$ cat src/rtl/spi_cmd_pkg.sv
package spi_cmd_pkg;

    typedef enum logic [1:0] {
        S_IDLE  = 2'd0,
        S_SHIFT = 2'd1,
        S_GAP   = 2'd2
    } eng_state_t;

    localparam int          ADDR_W     = 4;
    localparam logic [3:0]  OFS_OPCODE = 4'h0;
    localparam logic [3:0]  OFS_COUNT  = 4'h1;
    localparam logic [3:0]  OFS_CTRL   = 4'h2;
    localparam logic [3:0]  OFS_DATA   = 4'hC;
    localparam logic [3:0]  OFS_CFG    = 4'hD;
    localparam int          CTRL_GO    = 0;
    localparam int          CTRL_CLR   = 4;
    localparam int          CFG_RATE_LO = 4;
    localparam logic [1:0]  RATE_RESET = 2'b01;

    // SCK period in system clocks for a clock-select code
    function automatic int unsigned sck_period(input logic [1:0] sel);
        case (sel)
            2'b10:   return 3;
            2'b11:   return 4;
            default: return 2;
        endcase
    endfunction

endpackage

$ cat src/rtl/spi_clk_div.sv
module spi_clk_div
    import spi_cmd_pkg::*;
#(
    parameter int CNT_W = 3
) (
    input  logic       clk,
    input  logic       rst_n,
    input  logic       en,
    input  logic [1:0] rate_sel,
    output logic       rise_tk,
    output logic       fall_tk
);

    logic [CNT_W-1:0] cnt_q, per_q, low_q;

    // Period and low-phase length are latched while disabled
    always_ff @(posedge clk or negedge rst_n) begin
        if (!rst_n) begin
            cnt_q <= '0;
            per_q <= CNT_W'(2);
            low_q <= CNT_W'(1);
        end else if (!en) begin
            cnt_q <= '0;
            per_q <= CNT_W'(sck_period(rate_sel));
            low_q <= CNT_W'((sck_period(rate_sel) + 1) / 2);
        end else if (cnt_q == per_q - CNT_W'(1)) begin
            cnt_q <= '0;
        end else begin
            cnt_q <= cnt_q + CNT_W'(1);
        end
    end

    assign rise_tk = en && (cnt_q == low_q - CNT_W'(1));
    assign fall_tk = en && (cnt_q == per_q - CNT_W'(1));

    p_tick_excl_r8: assert property (@(posedge clk) disable iff (!rst_n)
        $onehot0({rise_tk, fall_tk}));

    p_fall_follows_rise_r8: assert property (@(posedge clk) disable iff (!rst_n)
        rise_tk |=> !rise_tk);

endmodule

$ cat src/rtl/spi_ring_fifo.sv
module spi_ring_fifo #(
    parameter int DEPTH  = 8,
    parameter int DATA_W = 8
) (
    input  logic              clk,
    input  logic              rst_n,
    input  logic              clr,
    input  logic              host_wr,
    input  logic              host_rd,
    input  logic [DATA_W-1:0] host_wdata,
    input  logic              eng_wr,
    input  logic [DATA_W-1:0] eng_wdata,
    output logic [DATA_W-1:0] cur_data,
    output logic [DATA_W-1:0] nxt_data,
    output logic [$clog2(DEPTH)-1:0] ptr
);

    localparam int PTR_W = $clog2(DEPTH);

    logic [DATA_W-1:0] mem_q [DEPTH];
    logic [PTR_W-1:0]  ptr_q;
    logic              any_wr;

    assign any_wr = host_wr || eng_wr;

    always_ff @(posedge clk or negedge rst_n) begin
        if (!rst_n) begin
            ptr_q <= '0;
        end else if (clr) begin
            ptr_q <= '0;
        end else if (any_wr || host_rd) begin
            ptr_q <= ptr_q + PTR_W'(1);
        end
    end

    // Entries are only ever overwritten, never cleared
    always_ff @(posedge clk or negedge rst_n) begin
        if (!rst_n) begin
            for (int i = 0; i < DEPTH; i++) mem_q[i] <= '0;
        end else if (any_wr && !clr) begin
            mem_q[ptr_q] <= host_wr ? host_wdata : eng_wdata;
        end
    end

    assign cur_data = mem_q[ptr_q];
    assign nxt_data = mem_q[ptr_q + PTR_W'(1)];
    assign ptr      = ptr_q;

    p_one_writer_r9: assert property (@(posedge clk) disable iff (!rst_n)
        !(host_wr && eng_wr));

    p_ptr_wrap_r3: assert property (@(posedge clk) disable iff (!rst_n)
        (any_wr || host_rd) && !clr && ptr_q == PTR_W'(DEPTH - 1) |=> ptr_q == '0);

endmodule

$ cat src/rtl/spi_shift_fsm.sv
module spi_shift_fsm
    import spi_cmd_pkg::*;
#(
    parameter int DATA_W = 8,
    parameter int IDX_W  = 5
) (
    input  logic              clk,
    input  logic              rst_n,
    input  logic              go,
    input  logic [DATA_W-1:0] opcode,
    input  logic [IDX_W-1:0]  total,
    input  logic              rise_tk,
    input  logic              fall_tk,
    input  logic              miso,
    input  logic [DATA_W-1:0] fifo_cur,
    input  logic [DATA_W-1:0] fifo_nxt,
    output logic              busy,
    output logic              cs_n,
    output logic              sck,
    output logic              mosi,
    output logic              eng_wr,
    output logic [DATA_W-1:0] eng_wdata,
    output logic              div_en
);

    localparam int BIT_W = $clog2(DATA_W);

    eng_state_t        state_q, state_d;
    logic [DATA_W-1:0] tx_q, rx_q;
    logic [BIT_W-1:0]  bit_q;
    logic [IDX_W-1:0]  idx_q;
    logic              sck_q;
    logic              byte_end, last_byte;

    assign byte_end  = fall_tk && (bit_q == BIT_W'(DATA_W - 1));
    assign last_byte = (idx_q == total);

    always_ff @(posedge clk or negedge rst_n) begin
        if (!rst_n) state_q <= S_IDLE;
        else        state_q <= state_d;
    end

    always_comb begin
        state_d = state_q;
        unique case (state_q)
            S_IDLE:  if (go)                     state_d = S_SHIFT;
            S_SHIFT: if (byte_end && last_byte)  state_d = S_GAP;
            S_GAP:   if (fall_tk)                state_d = S_IDLE;
            default:                             state_d = S_IDLE;
        endcase
    end

    always_ff @(posedge clk or negedge rst_n) begin
        if (!rst_n) begin
            tx_q  <= '0;
            rx_q  <= '0;
            bit_q <= '0;
            idx_q <= '0;
            sck_q <= 1'b0;
        end else begin
            unique case (state_q)
                S_IDLE: begin
                    sck_q <= 1'b0;
                    if (go) begin
                        tx_q  <= opcode;
                        bit_q <= '0;
                        idx_q <= '0;
                    end
                end
                S_SHIFT: begin
                    if (rise_tk) begin
                        sck_q <= 1'b1;
                        rx_q  <= {rx_q[DATA_W-2:0], miso};
                    end
                    if (fall_tk) begin
                        sck_q <= 1'b0;
                        bit_q <= bit_q + BIT_W'(1);
                        tx_q  <= {tx_q[DATA_W-2:0], 1'b0};
                        if (byte_end) begin
                            idx_q <= idx_q + IDX_W'(1);
                            if (!last_byte)
                                tx_q <= (idx_q == '0) ? fifo_cur : fifo_nxt;
                        end
                    end
                end
                default: sck_q <= 1'b0;
            endcase
        end
    end

    always_comb begin
        busy      = (state_q != S_IDLE);
        cs_n      = (state_q != S_SHIFT);
        sck       = sck_q;
        mosi      = tx_q[DATA_W-1];
        eng_wr    = (state_q == S_SHIFT) && byte_end && (idx_q != '0);
        eng_wdata = rx_q;
        div_en    = busy;
    end

    p_sck_idle_low_r10: assert property (@(posedge clk) disable iff (!rst_n)
        cs_n |-> !sck);

    p_mosi_hold_r6: assert property (@(posedge clk) disable iff (!rst_n)
        sck && $past(sck) |-> $stable(mosi));

    p_gap_before_idle_r10: assert property (@(posedge clk) disable iff (!rst_n)
        $rose(cs_n) |-> busy);

endmodule

$ cat src/rtl/spi_cmd_engine.sv
module spi_cmd_engine
    import spi_cmd_pkg::*;
#(
    parameter int FIFO_DEPTH = 8,
    parameter int DATA_W     = 8,
    parameter int CNT_W      = 4
) (
    input  logic              clk,
    input  logic              rst_n,
    input  logic [3:0]        reg_addr,
    input  logic              reg_wr,
    input  logic              reg_rd,
    input  logic [DATA_W-1:0] reg_wdata,
    output logic [DATA_W-1:0] reg_rdata,
    output logic              spi_sck,
    output logic              spi_cs_n,
    output logic              spi_mosi,
    input  logic              spi_miso
);

    localparam int PTR_W = $clog2(FIFO_DEPTH);
    localparam int IDX_W = CNT_W + 1;
    localparam int DIV_W = 3;

    logic [DATA_W-1:0]  opcode_q;
    logic [2*CNT_W-1:0] count_q;
    logic [1:0]         rate_q;
    logic [IDX_W-1:0]   total;
    logic               busy, go, clr, host_wr, host_rd;
    logic               rise_tk, fall_tk, div_en, eng_wr;
    logic [DATA_W-1:0]  eng_wdata, fifo_cur, fifo_nxt;
    logic [PTR_W-1:0]   ptr;
    logic               wr_ctrl;

    assign total   = IDX_W'(count_q[CNT_W-1:0]) + IDX_W'(count_q[2*CNT_W-1:CNT_W]);
    assign wr_ctrl = reg_wr && (reg_addr == OFS_CTRL) && !busy;
    assign go      = wr_ctrl && reg_wdata[CTRL_GO];
    assign clr     = wr_ctrl && (reg_wdata[CTRL_CLR] || reg_wdata[CTRL_GO]);
    assign host_wr = reg_wr && (reg_addr == OFS_DATA) && !busy;
    assign host_rd = reg_rd && (reg_addr == OFS_DATA) && !busy;

    always_ff @(posedge clk or negedge rst_n) begin
        if (!rst_n) begin
            opcode_q <= '0;
            count_q  <= '0;
            rate_q   <= RATE_RESET;
        end else if (reg_wr) begin
            if (reg_addr == OFS_OPCODE && !busy) opcode_q <= reg_wdata;
            if (reg_addr == OFS_COUNT  && !busy) count_q  <= reg_wdata[2*CNT_W-1:0];
            if (reg_addr == OFS_CFG)             rate_q   <= reg_wdata[CFG_RATE_LO +: 2];
        end
    end

    always_comb begin
        reg_rdata = '0;
        case (reg_addr)
            OFS_OPCODE: reg_rdata = opcode_q;
            OFS_COUNT:  reg_rdata = DATA_W'(count_q);
            OFS_CTRL:   reg_rdata[CTRL_GO] = busy;
            OFS_DATA:   reg_rdata = fifo_cur;
            OFS_CFG: begin
                reg_rdata[CFG_RATE_LO +: 2] = rate_q;
                reg_rdata[PTR_W-1:0]        = ptr;
            end
            default:    reg_rdata = '0;
        endcase
    end

    spi_clk_div #(.CNT_W(DIV_W)) u_div (
        .clk      (clk),
        .rst_n    (rst_n),
        .en       (div_en),
        .rate_sel (rate_q),
        .rise_tk  (rise_tk),
        .fall_tk  (fall_tk)
    );

    spi_ring_fifo #(.DEPTH(FIFO_DEPTH), .DATA_W(DATA_W)) u_ring (
        .clk        (clk),
        .rst_n      (rst_n),
        .clr        (clr),
        .host_wr    (host_wr),
        .host_rd    (host_rd),
        .host_wdata (reg_wdata),
        .eng_wr     (eng_wr),
        .eng_wdata  (eng_wdata),
        .cur_data   (fifo_cur),
        .nxt_data   (fifo_nxt),
        .ptr        (ptr)
    );

    spi_shift_fsm #(.DATA_W(DATA_W), .IDX_W(IDX_W)) u_fsm (
        .clk       (clk),
        .rst_n     (rst_n),
        .go        (go),
        .opcode    (opcode_q),
        .total     (total),
        .rise_tk   (rise_tk),
        .fall_tk   (fall_tk),
        .miso      (spi_miso),
        .fifo_cur  (fifo_cur),
        .fifo_nxt  (fifo_nxt),
        .busy      (busy),
        .cs_n      (spi_cs_n),
        .sck       (spi_sck),
        .mosi      (spi_mosi),
        .eng_wr    (eng_wr),
        .eng_wdata (eng_wdata),
        .div_en    (div_en)
    );

    p_start_busy_r5: assert property (@(posedge clk) disable iff (!rst_n)
        go |=> busy);

    p_end_ptr_r7: assert property (@(posedge clk) disable iff (!rst_n)
        $fell(busy) |-> ptr == total[PTR_W-1:0]);

    p_cfg_frozen_r9: assert property (@(posedge clk) disable iff (!rst_n)
        busy && $past(busy) |-> $stable(opcode_q) && $stable(count_q));

endmodule

$ cat config.mk
export PLATFORM = sky130hd
export DESIGN_NAME = spi_cmd_engine
export DESIGN_NICKNAME = d
export VERILOG_FILES = /design/src/rtl/spi_cmd_pkg.sv /design/src/rtl/spi_clk_div.sv /design/src/rtl/spi_ring_fifo.sv /design/src/rtl/spi_shift_fsm.sv /design/src/rtl/spi_cmd_engine.sv
export SDC_FILE = /design/constraint.sdc
export NUM_CORES = 1
export LEC_CHECK = 0
export ABC_AREA = 1
export CAP_MARGIN = 20
export CORE_MARGIN = 3
export CORE_UTILIZATION = 55
export DETAILED_ROUTE_END_ITERATION = 10
export MAX_ROUTING_LAYER = met4
export PLACE_DENSITY = 0.71
export SLEW_MARGIN = 20
export SYNTH_ARGS = -nofsm -noshare
export SYNTH_HDL_FRONTEND = slang
export SYNTH_SLANG_ARGS = --single-unit
$ cat constraint.sdc
create_clock -name clk -period 2.68 [get_ports clk]
set_input_delay 0.536 -clock clk [delete_from_list [all_inputs] [get_ports clk]]
set_output_delay 0.536 -clock clk [all_outputs]
set_load 0.02 [all_outputs]
==> impl_results.md <==
- Total congestion overflow: 0
- Largest cells by area after synthesis: dfrtp_1 (40%), nand2_1 (17%), o21ai_2 (6.7%)
- Min setup slack post-route: ~0.070 ns
- Post-Syn Instances: 946
- Initial antenna violation count: 0
- Seq. cell area: between 3000 and 4000 um2
- Met3 WL: roughly 1.2 mm
- P_leak: approximately 4 nW
- Sw frac: 0.4000
- Worst IR drop on VDD: around 0.54 mV
- Area delta synth->final: 16.14%
- Clock Latency Late Sink: between 0.4 and 0.5 ns
- HP Class: in -> async
- Logic pwr share: 0.392
- Commonest non-fill, non-tap cell in the layout: nand2_1
- Layout cell share with drive strength beyond 1: 0.1793
- Initial core utilization: 0.5724
- CP required: 2.14 ns
- Total net switching power: around 3.1 mW
- Non-filler instance count after layout: roughly 1200
- Delay-heaviest family, CP: flip-flops
- Clock Tree Root: clkbuf_16
- # IOs: 28
- Antenna-violating nets left: 0
- Setup violators final: 0
- Overall global routing resource usage: 0.2758
- I/O Buffers: 27
- Worst Max-Slew Pin Slew: ~0.52 ns
- Multi-input combinational cell area: between 3000 and 4000 um2
- F_max: between 300 and 400 MHz
- Gp weighted congestion: 0.9471
- Tcrit/Tclk final: 0.9740
- Highest-count cells in the layout ignoring fill and taps: nand2_1 (329), dfrtp_1 (116), inv_1 (94), o21ai_0 (86), o21ai_2 (56)
- Clock skew: 0.005794 ns
- Die area: 14770 um2
- Maximum clock path buffer count: 2
- Avg Inst Size Synth: 7.760 um2
- Register bit total from synthesis: ~120
- Pwr dens: between 900 and 1000 nW/um2
- First-pass GRT wire length: around 30 mm
- Number of global-route vias before repair: around 6000
- Fin crit period: ~2.6 ns
- Final Hold Viols: 0
- Clock slew at reported path FFs: around 0.060 ns
- Drt pass-1 iters: 5
- Final Core Density: 0.6648
- Final HPWL from detailed placement: roughly 13 mm
- Max-cap violation count: 0
- Startpoint Class: register
- CP max stage delay: about 0.46 ns
- H-tree levels: 4
- Wl on met1: 8.597 mm
- Placed Instances: approximately 1100
- Critical Path AT: between 2 and 2.5 ns
- Synth top area share: 0.4022
- CP max stage cell: dfrtp_2
- Max Used Layer: met4
- Fillers: 1118
- Clock sinks: 121
- Yosys top cell by area: dfrtp_1
- Via count: 6332
- Pwr Total: roughly 8 mW
- Clock power frac: 0.310
- Drt wl/cell: approximately 16 um
- Critical Path Fanout Max: 39
- Die height: 121.5 um
- Num CTS Buffers: 17
- Slew HR: 0.6560
- FP Rows: 41
- Synth Net Count: around 980
- Buf/Inv on CP: 3
- Seq/Total Area, Yosys: 0.4130
- Worst setup EP type: output pin
- Detailed Route WL: roughly 18 mm
- Vias per std cell: around 5.4
- Sequential Power Share: 0.298
- Nets: 1024
- 1st-iter DRT viols: just over 700
- Crit Path Class: reg -> out
- DP Worst Slack: -0.2920 ns
- Internal power: between 4 and 5 mW
- Max-slew violations: 0
- CTS tree: done
- DR DRC count: 0
- Die Span X: ~120 um
- CORE AREA: ~13000 um2
- Pin count of the biggest net entering global routing: 56
- Setup TNS: 0 ns
- Ys Warns: 0
- Synth unique cells: 41
- Ant diodes: 0
- Status: finished clean
- Met2 routed WL: around 8.4 mm
- Synth Cell Area: between 7000 and 8000 um2
- Crit-path cells: buf_12, nand3_1, inv_1, a22oi_1, nand3b_1, nand2_1, o2111ai_1, buf_2
- Hold Buf Count CTS: 0
-- per-stage QoR --
stage	hold slack [ns]	instance area [um2]
2_1_floorplan	0.2404	7341
3_5_place_dp	0.4682	7910
3_3_place_gp	0.4618	7910
6_report	0.08693	8526
5_1_grt	0.1155	8526
4_1_cts	0.1010	8551
-- layout make-up --
cell class / instances / share of cell area
inverters: 102 / 0.04593
well taps: 172 / 0.02524
multi-input cells: 686 / 0.4353
clock buffers: 17 / 0.04990
flip-flops and latches: 121 / 0.3559
repair buffers: 64 / 0.06457
clock inverters: 14 / 0.02319
-- metal layers --
metal / track usage / vias to the layer above
met2: 0.4073 / 207
met4: 0.08333 / 0
met3: 0.05014 / 26
met1: 0.3915 / 2932
met5: - / -
li1: - / 3167
-- logic make-up after synthesis --
group                    share of synthesized area
AND/OR/NAND/NOR                             0.2594
buffers and inverters                      0.08250
multiplexers                              0.001364
AO/OA/AOI/OAI                               0.2018
XOR/XNOR                                   0.01534
flip-flops                                  0.4130
adder cells (fa/ha/maj)                    0.02659
-- power groups by stage --
stage | logic, mW | registers (mW) | clock network, mW
detailed placement | 3.00 | 2.34 | 0
floorplan | 2.09 | 2.27 | 0
global route | 3.42 | 2.36 | 2.53
finish | 3.06 | 2.33 | 2.43
global placement | 2.96 | 2.33 | 0
CTS | 3.02 | 2.32 | 2.45
-- registers in the layout, summed over array words and instances, names as in the netlist, 5 cells and up --
name,count
u_ring.mem_q,64
count_q,8
opcode_q,8
u_fsm.eng_wdata,8
u_fsm.tx_q,8
u_fsm.idx_q,5
-- what timing repair did --
item,in CTS,in global routing
setup endpoints to repair,8,8
resized for setup,23,16
pin swaps,0,1
setup buffers,0,1
-- cell usage after synthesis, drive strengths merged --
cell type	count
nand2	342
o21ai	166
dfrtp	118
inv	100
nand3	46
nor2	40
buf	23
a21oi	22
o211ai	17
clkbuf	14
ha	14
nor3	7
xor2	7
o2111ai	6
xnor2	5
a22oi	3
dfstp	3
nand4	3
a22o	2
clkinv	2
nand3b	2
a221oi	1
fa	1
mux2i	1
o21a	1
-- final timing paths --
| check | startpoint | end | slack [ns] | cells past startpoint |
|---|---|---|---|---|
| max | u_ring.ptr[0] | reg_rdata[2] | 0.07 | 8 |
| min | rst_n | u_ring.mem_q[31] | 0.09 | 1 |
| max reg2reg | count_q[0] | u_fsm.tx_q[1] | 0.34 | 11 |
| min reg2reg | u_fsm.eng_wdata[3] | u_fsm.eng_wdata[4] | 0.48 | 2 |
| max in group asynchronous | rst_n | u_div.low_q[0] | 1.78 | 2 |
| min in group clk | u_fsm.eng_wdata[3] | u_fsm.eng_wdata[4] | 0.48 | 2 |
-- worst reg2reg max path, stage by stage, from the launching register on --
cell and delay (ns):
dfrtp_1 0.42, ha_1 0.26, fa_1 0.43, nand3_1 0.09, nand3_1 0.09, nor2_1 0.13, inv_1 0.05, nand2_1 0.06
nor2_1 0.04, nor2_1 0.37, o21ai_0 0.18, o21ai_1 0.16
Power figures use the tool's default switching activity.
